## src/rtl/ibi_pkg.sv

```systemverilog
`timescale 1ns/1ps
package ibi_pkg;

    localparam int unsigned REG_COUNT = 32;
    localparam int unsigned REG_W     = $clog2(REG_COUNT);
    localparam int unsigned OP_W      = 8;

    typedef struct packed {
        logic [REG_W-1:0] rd;
        logic [REG_W-1:0] rs1;
        logic [REG_W-1:0] rs2;
        logic [OP_W-1:0]  op;
    } instr_t;

    typedef logic [REG_COUNT-1:0] reg_mask_t;

    // true when any register named by the instruction is still held
    function automatic logic head_blocked(reg_mask_t mask, instr_t ins);
        return mask[ins.rs1] | mask[ins.rs2] | mask[ins.rd];
    endfunction

endpackage

```

## src/rtl/ibi_warp_fifo.sv

```systemverilog
`timescale 1ns/1ps
module ibi_warp_fifo
    import ibi_pkg::*;
#(
    parameter int unsigned DEPTH = 2
) (
    input  logic   clk,
    input  logic   rst,
    input  logic   push,
    input  instr_t push_data,
    input  logic   pop,
    output instr_t head,
    output logic   empty,
    output logic   full
);

    localparam int unsigned PTR_W = (DEPTH > 1) ? $clog2(DEPTH) : 1;
    localparam int unsigned CNT_W = $clog2(DEPTH + 1);
    localparam logic [PTR_W-1:0] LAST_PTR = PTR_W'(DEPTH - 1);
    localparam logic [CNT_W-1:0] FULL_CNT = CNT_W'(DEPTH);

    instr_t           slots [DEPTH];
    logic [PTR_W-1:0] wr_ptr_q, rd_ptr_q;
    logic [CNT_W-1:0] count_q;

    function automatic logic [PTR_W-1:0] wrap_inc(logic [PTR_W-1:0] p);
        return (p == LAST_PTR) ? '0 : p + PTR_W'(1);
    endfunction

    assign empty = (count_q == '0);
    assign full  = (count_q == FULL_CNT);
    assign head  = slots[rd_ptr_q];

    always_ff @(posedge clk) begin
        if (rst) begin
            wr_ptr_q <= '0;
            rd_ptr_q <= '0;
            count_q  <= '0;
        end else begin
            if (push) begin
                slots[wr_ptr_q] <= push_data;
                wr_ptr_q        <= wrap_inc(wr_ptr_q);
            end
            if (pop) begin
                rd_ptr_q <= wrap_inc(rd_ptr_q);
            end
            case ({push, pop})
                2'b10:   count_q <= count_q + CNT_W'(1);
                2'b01:   count_q <= count_q - CNT_W'(1);
                default: count_q <= count_q;
            endcase
        end
    end

    // the decode side never writes into a full buffer
    p_no_overflow_r1: assert property (@(posedge clk) disable iff (rst)
        push |-> !full);

    // only an existing entry can leave
    p_no_underflow_r2: assert property (@(posedge clk) disable iff (rst)
        pop |-> !empty);

endmodule

```

## src/rtl/ibi_scoreboard.sv

```systemverilog
`timescale 1ns/1ps
module ibi_scoreboard
    import ibi_pkg::*;
#(
    parameter int unsigned NUM_WARPS = 4,
    localparam int unsigned WID_W = (NUM_WARPS > 1) ? $clog2(NUM_WARPS) : 1
) (
    input  logic                 clk,
    input  logic                 rst,
    input  logic                 rsv_en,
    input  logic [WID_W-1:0]     rsv_warp,
    input  logic [REG_W-1:0]     rsv_reg,
    input  logic                 rel_en,
    input  logic [WID_W-1:0]     rel_warp,
    input  logic [REG_W-1:0]     rel_reg,
    output reg_mask_t            busy [NUM_WARPS]
);

    reg_mask_t busy_q [NUM_WARPS];
    reg_mask_t busy_d [NUM_WARPS];

    always_comb begin
        for (int w = 0; w < NUM_WARPS; w++) begin
            busy_d[w] = busy_q[w];
            if (rel_en && rel_warp == WID_W'(w)) begin
                busy_d[w][rel_reg] = 1'b0;
            end
            // applied last so that a reservation outranks a release
            if (rsv_en && rsv_warp == WID_W'(w)) begin
                busy_d[w][rsv_reg] = 1'b1;
            end
        end
    end

    always_ff @(posedge clk) begin
        for (int w = 0; w < NUM_WARPS; w++) begin
            if (rst) busy_q[w] <= '0;
            else     busy_q[w] <= busy_d[w];
        end
    end

    always_comb begin
        for (int w = 0; w < NUM_WARPS; w++) begin
            busy[w] = busy_q[w];
        end
    end

    logic same_bit;
    assign same_bit = rsv_en && rel_en && (rsv_warp == rel_warp) && (rsv_reg == rel_reg);

    // a reservation is visible one cycle later
    p_reserve_r6: assert property (@(posedge clk) disable iff (rst)
        rsv_en |=> busy_q[$past(rsv_warp)][$past(rsv_reg)]);

    // a release that does not collide clears the bit one cycle later
    p_release_r7: assert property (@(posedge clk) disable iff (rst)
        (rel_en && !same_bit) |=> !busy_q[$past(rel_warp)][$past(rel_reg)]);

    // a colliding release leaves the register busy
    p_collide_r8: assert property (@(posedge clk) disable iff (rst)
        same_bit |=> busy_q[$past(rel_warp)][$past(rel_reg)]);

endmodule

```

## src/rtl/ibi_pick.sv

```systemverilog
`timescale 1ns/1ps
module ibi_pick #(
    parameter int unsigned NUM_WARPS = 4,
    localparam int unsigned WID_W = (NUM_WARPS > 1) ? $clog2(NUM_WARPS) : 1
) (
    input  logic                 clk,
    input  logic                 rst,
    input  logic [NUM_WARPS-1:0] cand,
    input  logic                 hold,
    output logic                 gnt_vld,
    output logic [WID_W-1:0]     gnt_idx
);

    logic             lock_vld_q;
    logic [WID_W-1:0] lock_idx_q;
    logic             scan_vld;
    logic [WID_W-1:0] scan_idx;

    // fixed priority: lowest index wins
    always_comb begin
        scan_vld = 1'b0;
        scan_idx = '0;
        for (int i = 0; i < NUM_WARPS; i++) begin
            if (!scan_vld && cand[i]) begin
                scan_vld = 1'b1;
                scan_idx = WID_W'(i);
            end
        end
    end

    always_comb begin
        if (lock_vld_q) begin
            gnt_vld = cand[lock_idx_q];
            gnt_idx = lock_idx_q;
        end else begin
            gnt_vld = scan_vld;
            gnt_idx = scan_idx;
        end
    end

    always_ff @(posedge clk) begin
        if (rst) begin
            lock_vld_q <= 1'b0;
            lock_idx_q <= '0;
        end else begin
            lock_vld_q <= hold;
            lock_idx_q <= gnt_idx;
        end
    end

    // a locked warp stays eligible because busy bits only clear while it waits
    p_lock_eligible_r9: assert property (@(posedge clk) disable iff (rst)
        lock_vld_q |-> cand[lock_idx_q]);

endmodule

```

## src/rtl/ibi_issue_unit.sv

```systemverilog
`timescale 1ns/1ps
module ibi_issue_unit
    import ibi_pkg::*;
#(
    parameter int unsigned NUM_WARPS  = 4,
    parameter int unsigned IBUF_DEPTH = 2,
    localparam int unsigned WID_W = (NUM_WARPS > 1) ? $clog2(NUM_WARPS) : 1
) (
    input  logic             clk,
    input  logic             rst,
    input  logic             dec_valid,
    output logic             dec_ready,
    input  logic [WID_W-1:0] dec_warp,
    input  logic [REG_W-1:0] dec_rd,
    input  logic [REG_W-1:0] dec_rs1,
    input  logic [REG_W-1:0] dec_rs2,
    input  logic [OP_W-1:0]  dec_op,
    output logic             iss_valid,
    input  logic             iss_ready,
    output logic [WID_W-1:0] iss_warp,
    output logic [REG_W-1:0] iss_rd,
    output logic [REG_W-1:0] iss_rs1,
    output logic [REG_W-1:0] iss_rs2,
    output logic [OP_W-1:0]  iss_op,
    input  logic             cmt_valid,
    input  logic [WID_W-1:0] cmt_warp,
    input  logic [REG_W-1:0] cmt_rd
);

    instr_t               dec_ins;
    instr_t               head [NUM_WARPS];
    instr_t               pick_ins;
    reg_mask_t            busy [NUM_WARPS];
    logic [NUM_WARPS-1:0] buf_full, buf_empty, buf_push, buf_pop, cand;
    logic                 gnt_vld;
    logic [WID_W-1:0]     gnt_idx;
    logic                 accept;

    assign dec_ins   = '{rd: dec_rd, rs1: dec_rs1, rs2: dec_rs2, op: dec_op};
    assign dec_ready = !buf_full[dec_warp];
    assign accept    = gnt_vld && iss_ready;

    for (genvar w = 0; w < NUM_WARPS; w++) begin : g_warp
        assign buf_push[w] = dec_valid && (dec_warp == WID_W'(w)) && !buf_full[w];
        assign buf_pop[w]  = accept && (gnt_idx == WID_W'(w));
        assign cand[w]     = !buf_empty[w] && !head_blocked(busy[w], head[w]);

        ibi_warp_fifo #(.DEPTH(IBUF_DEPTH)) u_fifo (
            .clk       (clk),
            .rst       (rst),
            .push      (buf_push[w]),
            .push_data (dec_ins),
            .pop       (buf_pop[w]),
            .head      (head[w]),
            .empty     (buf_empty[w]),
            .full      (buf_full[w])
        );
    end

    ibi_pick #(.NUM_WARPS(NUM_WARPS)) u_pick (
        .clk     (clk),
        .rst     (rst),
        .cand    (cand),
        .hold    (gnt_vld && !iss_ready),
        .gnt_vld (gnt_vld),
        .gnt_idx (gnt_idx)
    );

    ibi_scoreboard #(.NUM_WARPS(NUM_WARPS)) u_sb (
        .clk      (clk),
        .rst      (rst),
        .rsv_en   (accept),
        .rsv_warp (gnt_idx),
        .rsv_reg  (pick_ins.rd),
        .rel_en   (cmt_valid),
        .rel_warp (cmt_warp),
        .rel_reg  (cmt_rd),
        .busy     (busy)
    );

    assign pick_ins  = head[gnt_idx];
    assign iss_valid = gnt_vld;
    assign iss_warp  = gnt_idx;
    assign iss_rd    = pick_ins.rd;
    assign iss_rs1   = pick_ins.rs1;
    assign iss_rs2   = pick_ins.rs2;
    assign iss_op    = pick_ins.op;

    // an offer never names a register busy in its own warp
    p_offer_clean_r4: assert property (@(posedge clk) disable iff (rst)
        iss_valid |-> !(busy[iss_warp][iss_rs1] || busy[iss_warp][iss_rs2]
                        || busy[iss_warp][iss_rd]));

    // a pending offer is held unchanged
    p_hold_offer_r9: assert property (@(posedge clk) disable iff (rst)
        (iss_valid && !iss_ready) |=> (iss_valid && $stable(iss_warp) && $stable(iss_rd)
                                       && $stable(iss_rs1) && $stable(iss_rs2) && $stable(iss_op)));

    // the first cycle after reset offers nothing and accepts input
    p_reset_state_r10: assert property (@(posedge clk) disable iff (rst)
        $past(rst) |-> (!iss_valid && dec_ready));

endmodule

```

## config.mk

```make
export PLATFORM = sky130hd
export DESIGN_NAME = ibi_issue_unit
export DESIGN_NICKNAME = d
export VERILOG_FILES = /design/src/rtl/ibi_pkg.sv /design/src/rtl/ibi_warp_fifo.sv /design/src/rtl/ibi_scoreboard.sv /design/src/rtl/ibi_pick.sv /design/src/rtl/ibi_issue_unit.sv
export SDC_FILE = /design/constraint.sdc
export NUM_CORES = 1
export LEC_CHECK = 0
export BUFFER_PORTS_ARGS = -buffer_cell sky130_fd_sc_hd__buf_2
export CAP_MARGIN = 20
export CORE_AREA = 2 2 171 173
export DETAILED_ROUTE_END_ITERATION = 6
export DIE_AREA = 0 0 173 175
export PLACE_DENSITY = 0.82
export SKIP_LAST_GASP = 1
export SYNTH_ARGS = -nofsm -noshare
export SYNTH_HDL_FRONTEND = slang
export SYNTH_HIERARCHICAL = 1
export SYNTH_SLANG_ARGS = --single-unit
```

## constraint.sdc

```tcl
create_clock -name clk -period 7.27 [get_ports clk]
set_clock_uncertainty 0.15 [all_clocks]
set_input_delay 0.727 -clock clk [delete_from_list [all_inputs] [get_ports clk]]
set_output_delay 0.727 -clock clk [all_outputs]
set_load 0.02 [all_outputs]
```

==> key figures <==
Global routing
  • Vias in the first global route: 12,504
  • Initial antenna violation count: 0
  • Total GRT Usage: 34.4%
  • First-pass GRT wire length: 78,000 um
  • GR Overflow Total: 0
  • Largest net degree at the start of global routing: 69

Placed design
  • I/O Buffers: 63
  • GPL Wtd Cong: 1.03
  • Post-DP HPWL: 36,100 um
  • Dpl cells: 1,666

Clocking
  • CTS sink count: 335
  • Worst-Skew Late Latency: 0.53 ns
  • Cts bufs inserted: 36
  • Root buffer cell: clkbuf_16
  • Max Buffers Root-to-Sink: 3
  • H-Tree Depth: 2
  • Reg clk slew, reported paths: 0.06 ns
  • Setup Buffers After CTS: 0
  • Resize count post-CTS: 0
  • CTS tree: built
  • CTS Hold Buffers Added: 0

Detailed routing
  • Total Routed Length: 51,900 um
  • Wire per inst: 30.0 um
  • Via count: 12,662
  • TritonRoute pass-1 iters: 7
  • DRT iter0 DRCs: 2,058
  • Post-route ant nets: 0
  • Via density: 7.31
  • Post-route DRC: 9

Cells and area
  • Non-filler cells, final: 1,732
  • Ant diodes: 0
  • Fillers: 2,091
  • Fin nets: 1,362
  • P&R area growth vs syn: 11.0%
  • Layout cells sized above 1: 26.7%

Job
  • Max-cap viol count: 0

Logic synthesis
  • #FFs+latches synth: 335
  • Yosys cell types: 67
  • Post-Synthesis Cells: 1,292
  • Seq/Total Area, Yosys: 50.8%
  • Post-synthesis compound-gate area fraction: 13.0%
  • Post-synthesis mux area share: 22.7%
  • Ys Warns: 6
  • EDFF count, synth: 184
  • Post-synthesis adder-cell area fraction: 0.298%
  • Avg Cell Area, Syn: 13.0 um^2
  • Mapped Area: 16,800 um^2
  • Synth Flop Type: edfxtp_1
  • Largest family of logic cells by synthesized area: multiplexers
  • Synth async-reset ratio: 0%
  • Synth Area in Simple Gates: 9.21%
  • Post-Syn Nets: 1,333
  • Synth Area in XOR/XNOR: 0.833%

Critical path
  • Crit-path cells: mux2_2, mux4_1, mux2i_1, nor3b_1, or3_1, nor4_1, nor2b_1, o21ai_0, nand2_2, buf_4, mux4_2, buf_2
  • Setup Crit Path Kind: reg2out
  • Slowest cell on crit path: dfxtp_1
  • CP endpoint kind: output pin
  • Worst-path maximum fanout: 22
  • Crit path DAT: 5.44 ns
  • CP peak stage delay: 0.86 ns
  • WP data required: 6.39 ns
  • Startpoint Class: flip-flop

STA
  • Slew Limit Fails: 0
  • Period utilization: 86.9%
  • Fmax: 0.158 GHz
  • Hold Fails Final Rpt: 0
  • Max-slew headroom: 35.0%
  • Count of final setup violators: 0
  • Worst-Margin Slew: 0.973 ns
  • Crit path time final: 6.32 ns
  • RSZ-0062 raised after global routing: false
  • Setup TNS: 0 ns

Outcome
  • Outcome: complete, but fails checks
  • Failing checks: design-rule violations

Power
  • Power Dens Cells: 273 nW/um^2
  • Pleak: 6.04 nW
  • Max rail drop VDD: 0.159 mV

Die
  • Core footprint: 28,400 um^2
  • Die height: 175 um
  • Site row count: 62
  • IO Pins: 64
  • Chip width: 173 um
  • Starting density of the core: 59.2%
  • Die Area: 30,300 um^2

Min path
  • Type of the most critical hold path: in2reg
[report_power, final]
group          leakage, nW  total, mW  switching [mW]  internal (mW)
Combinational         2.56       1.11           0.712          0.401
Clock                0.599       1.89           0.765           1.13
Sequential            2.88       2.09          0.0534           2.04
Total                 6.04       5.10            1.53           3.57
[routing by layer]
| metal | track usage (%) | up-vias | wire length (um) |
|---|---|---|---|
| li1 | - | 5307 | - |
| met1 | 44.7 | 6219 | 19100 |
| met2 | 53.8 | 944 | 23600 |
| met3 | 10.1 | 192 | 6600 |
| met4 | 15.5 | 0 | 2610 |
| met5 | 0 | - | 0 |
[cell type report]
type	count	area (um^2)	area share [%]
Multi-Input combinational cell	837	7800	41.8
Clock inverter	10	161	0.865
Timing Repair Buffer	87	515	2.76
Clock buffer	55	1060	5.70
Tap cell	384	480	2.58
Sequential cell	335	8550	45.8
Inverter	24	90.1	0.483
[placed cells by master (no fill, tap or decap), drive strengths merged, types with 4 or more instances in the layout]
cell | netlist | final
xnor2 | 12 | 12
mux2 | 102 | 102
nand4b | 15 | 15
inv | 24 | 26
nor3 | 12 | 12
ha | 4 | 4
clkinv | 0 | 5
mux2i | 43 | 43
nand3b | 4 | 4
nand4 | 11 | 11
a211oi | 5 | 5
dfxtp | 151 | 151
xor2 | 4 | 4
nor4 | 9 | 9
and2b | 4 | 4
clkbuf | 53 | 55
o2111ai | 5 | 5
edfxtp | 184 | 184
o21ai | 134 | 134
or4b | 8 | 8
nor2 | 34 | 34
a31oi | 11 | 11
and3 | 6 | 6
buf | 43 | 87
mux4 | 99 | 99
nand2b | 11 | 11
nor3b | 15 | 15
or3 | 6 | 6
a21oi | 9 | 9
a2111oi | 6 | 6
nand3 | 10 | 10
o311ai | 52 | 52
nand4bb | 14 | 14
o211ai | 81 | 81
o32ai | 5 | 5
nor2b | 20 | 20
nand2 | 57 | 57
[flip-flops by register name, indices dropped and copies added (netlist names), named ones only]
signal                  count
u_sb/busy_q               128
g_warp.u_fifo/rd_ptr_q      4
g_warp.u_fifo/slots       184
u_pick/lock_vld_q           1
u_pick/lock_idx_q           2
g_warp.u_fifo/wr_ptr_q      4
g_warp.u_fifo/count_q       8
[per-stage QoR]
| step | util (%) | worst slack (ns) | hold WS, ns | area, um^2 | total power, mW |
|---|---|---|---|---|---|
| 3_3_place_gp | 61.3 | 1.59 | 0.331 | 17400 | 3.19 |
| 2_1_floorplan | - | 2.02 | 0.311 | 16800 | 2.83 |
| 3_5_place_dp | 61.3 | 1.54 | 0.350 | 17400 | 3.20 |
| 6_report | 65.7 | 0.953 | 0.326 | 18700 | 5.10 |
| 5_1_grt | 65.7 | 0.691 | 0.336 | 18700 | 5.24 |
| 4_1_cts | 65.6 | 1.05 | 0.316 | 18600 | 5.07 |
[cells by family (layout without fill, tap and decap cells)]
| group | Yosys count | after routing |
|---|---|---|
| xor gates and xnor gates | 16 | 16 |
| muxes | 244 | 244 |
| and+or+nand+nor | 248 | 248 |
| DFF | 335 | 335 |
| AOI/OAI and AO/OA | 325 | 325 |
| adders and majority gates | 4 | 4 |
| buffers and inverters | 120 | 176 |
[cell usage after synthesis (all sizes together) (4+ instances only)]
cell | number | share of area (%)
o32ai | 5 | 0.26
and3 | 6 | 0.22
clkbuf | 53 | 1.2
nand2 | 57 | 1.3
mux4 | 99 | 13
nand3b | 4 | 0.18
nor2b | 20 | 0.74
ha | 4 | 0.30
xnor2 | 12 | 0.63
edfxtp | 184 | 33
mux2 | 102 | 6.8
buf | 43 | 1.4
a21oi | 9 | 0.27
xor2 | 4 | 0.21
nor2 | 34 | 0.76
nand4bb | 14 | 0.94
o21ai | 134 | 4.0
and2b | 4 | 0.21
o2111ai | 5 | 0.26
a211oi | 5 | 0.22
or3 | 6 | 0.22
nor3 | 12 | 0.42
nor3b | 15 | 0.67
a2111oi | 6 | 0.31
mux2i | 43 | 2.6
nand4b | 15 | 0.96
a31oi | 11 | 0.41
nand2b | 11 | 0.41
inv | 24 | 0.54
o211ai | 81 | 3.6
nor4 | 9 | 0.33
nand4 | 11 | 0.41
dfxtp | 151 | 18
or4b | 8 | 0.54
nand3 | 10 | 0.30
o311ai | 52 | 2.7
[final timing paths]
check	slack, ns	end	startpoint	cells past startpoint
worst max-delay path	0.95	iss_rs2[1]	flip-flop	12
worst min-delay path	0.33	g_warp[2].u_fifo/slots[1][1]	dec_op[1]	1
worst max register to register	1.33	u_sb/busy_q[2][4]	flip-flop	12
worst min register to register	0.36	g_warp[3].u_fifo/count_q[1]	g_warp[3].u_fifo/count_q[1]	2
[critical path: cells and delay by family, from the launching register on]
kind / cells / cell delay, ns
and+or+nand+nor: 5 / 1.37
muxes: 4 / 1.83
AOI/OAI and AO/OA: 1 / 0.29
DFF: 1 / 0.86
buffers and inverters: 2 / 0.53
Power figures use the tool's default switching activity.
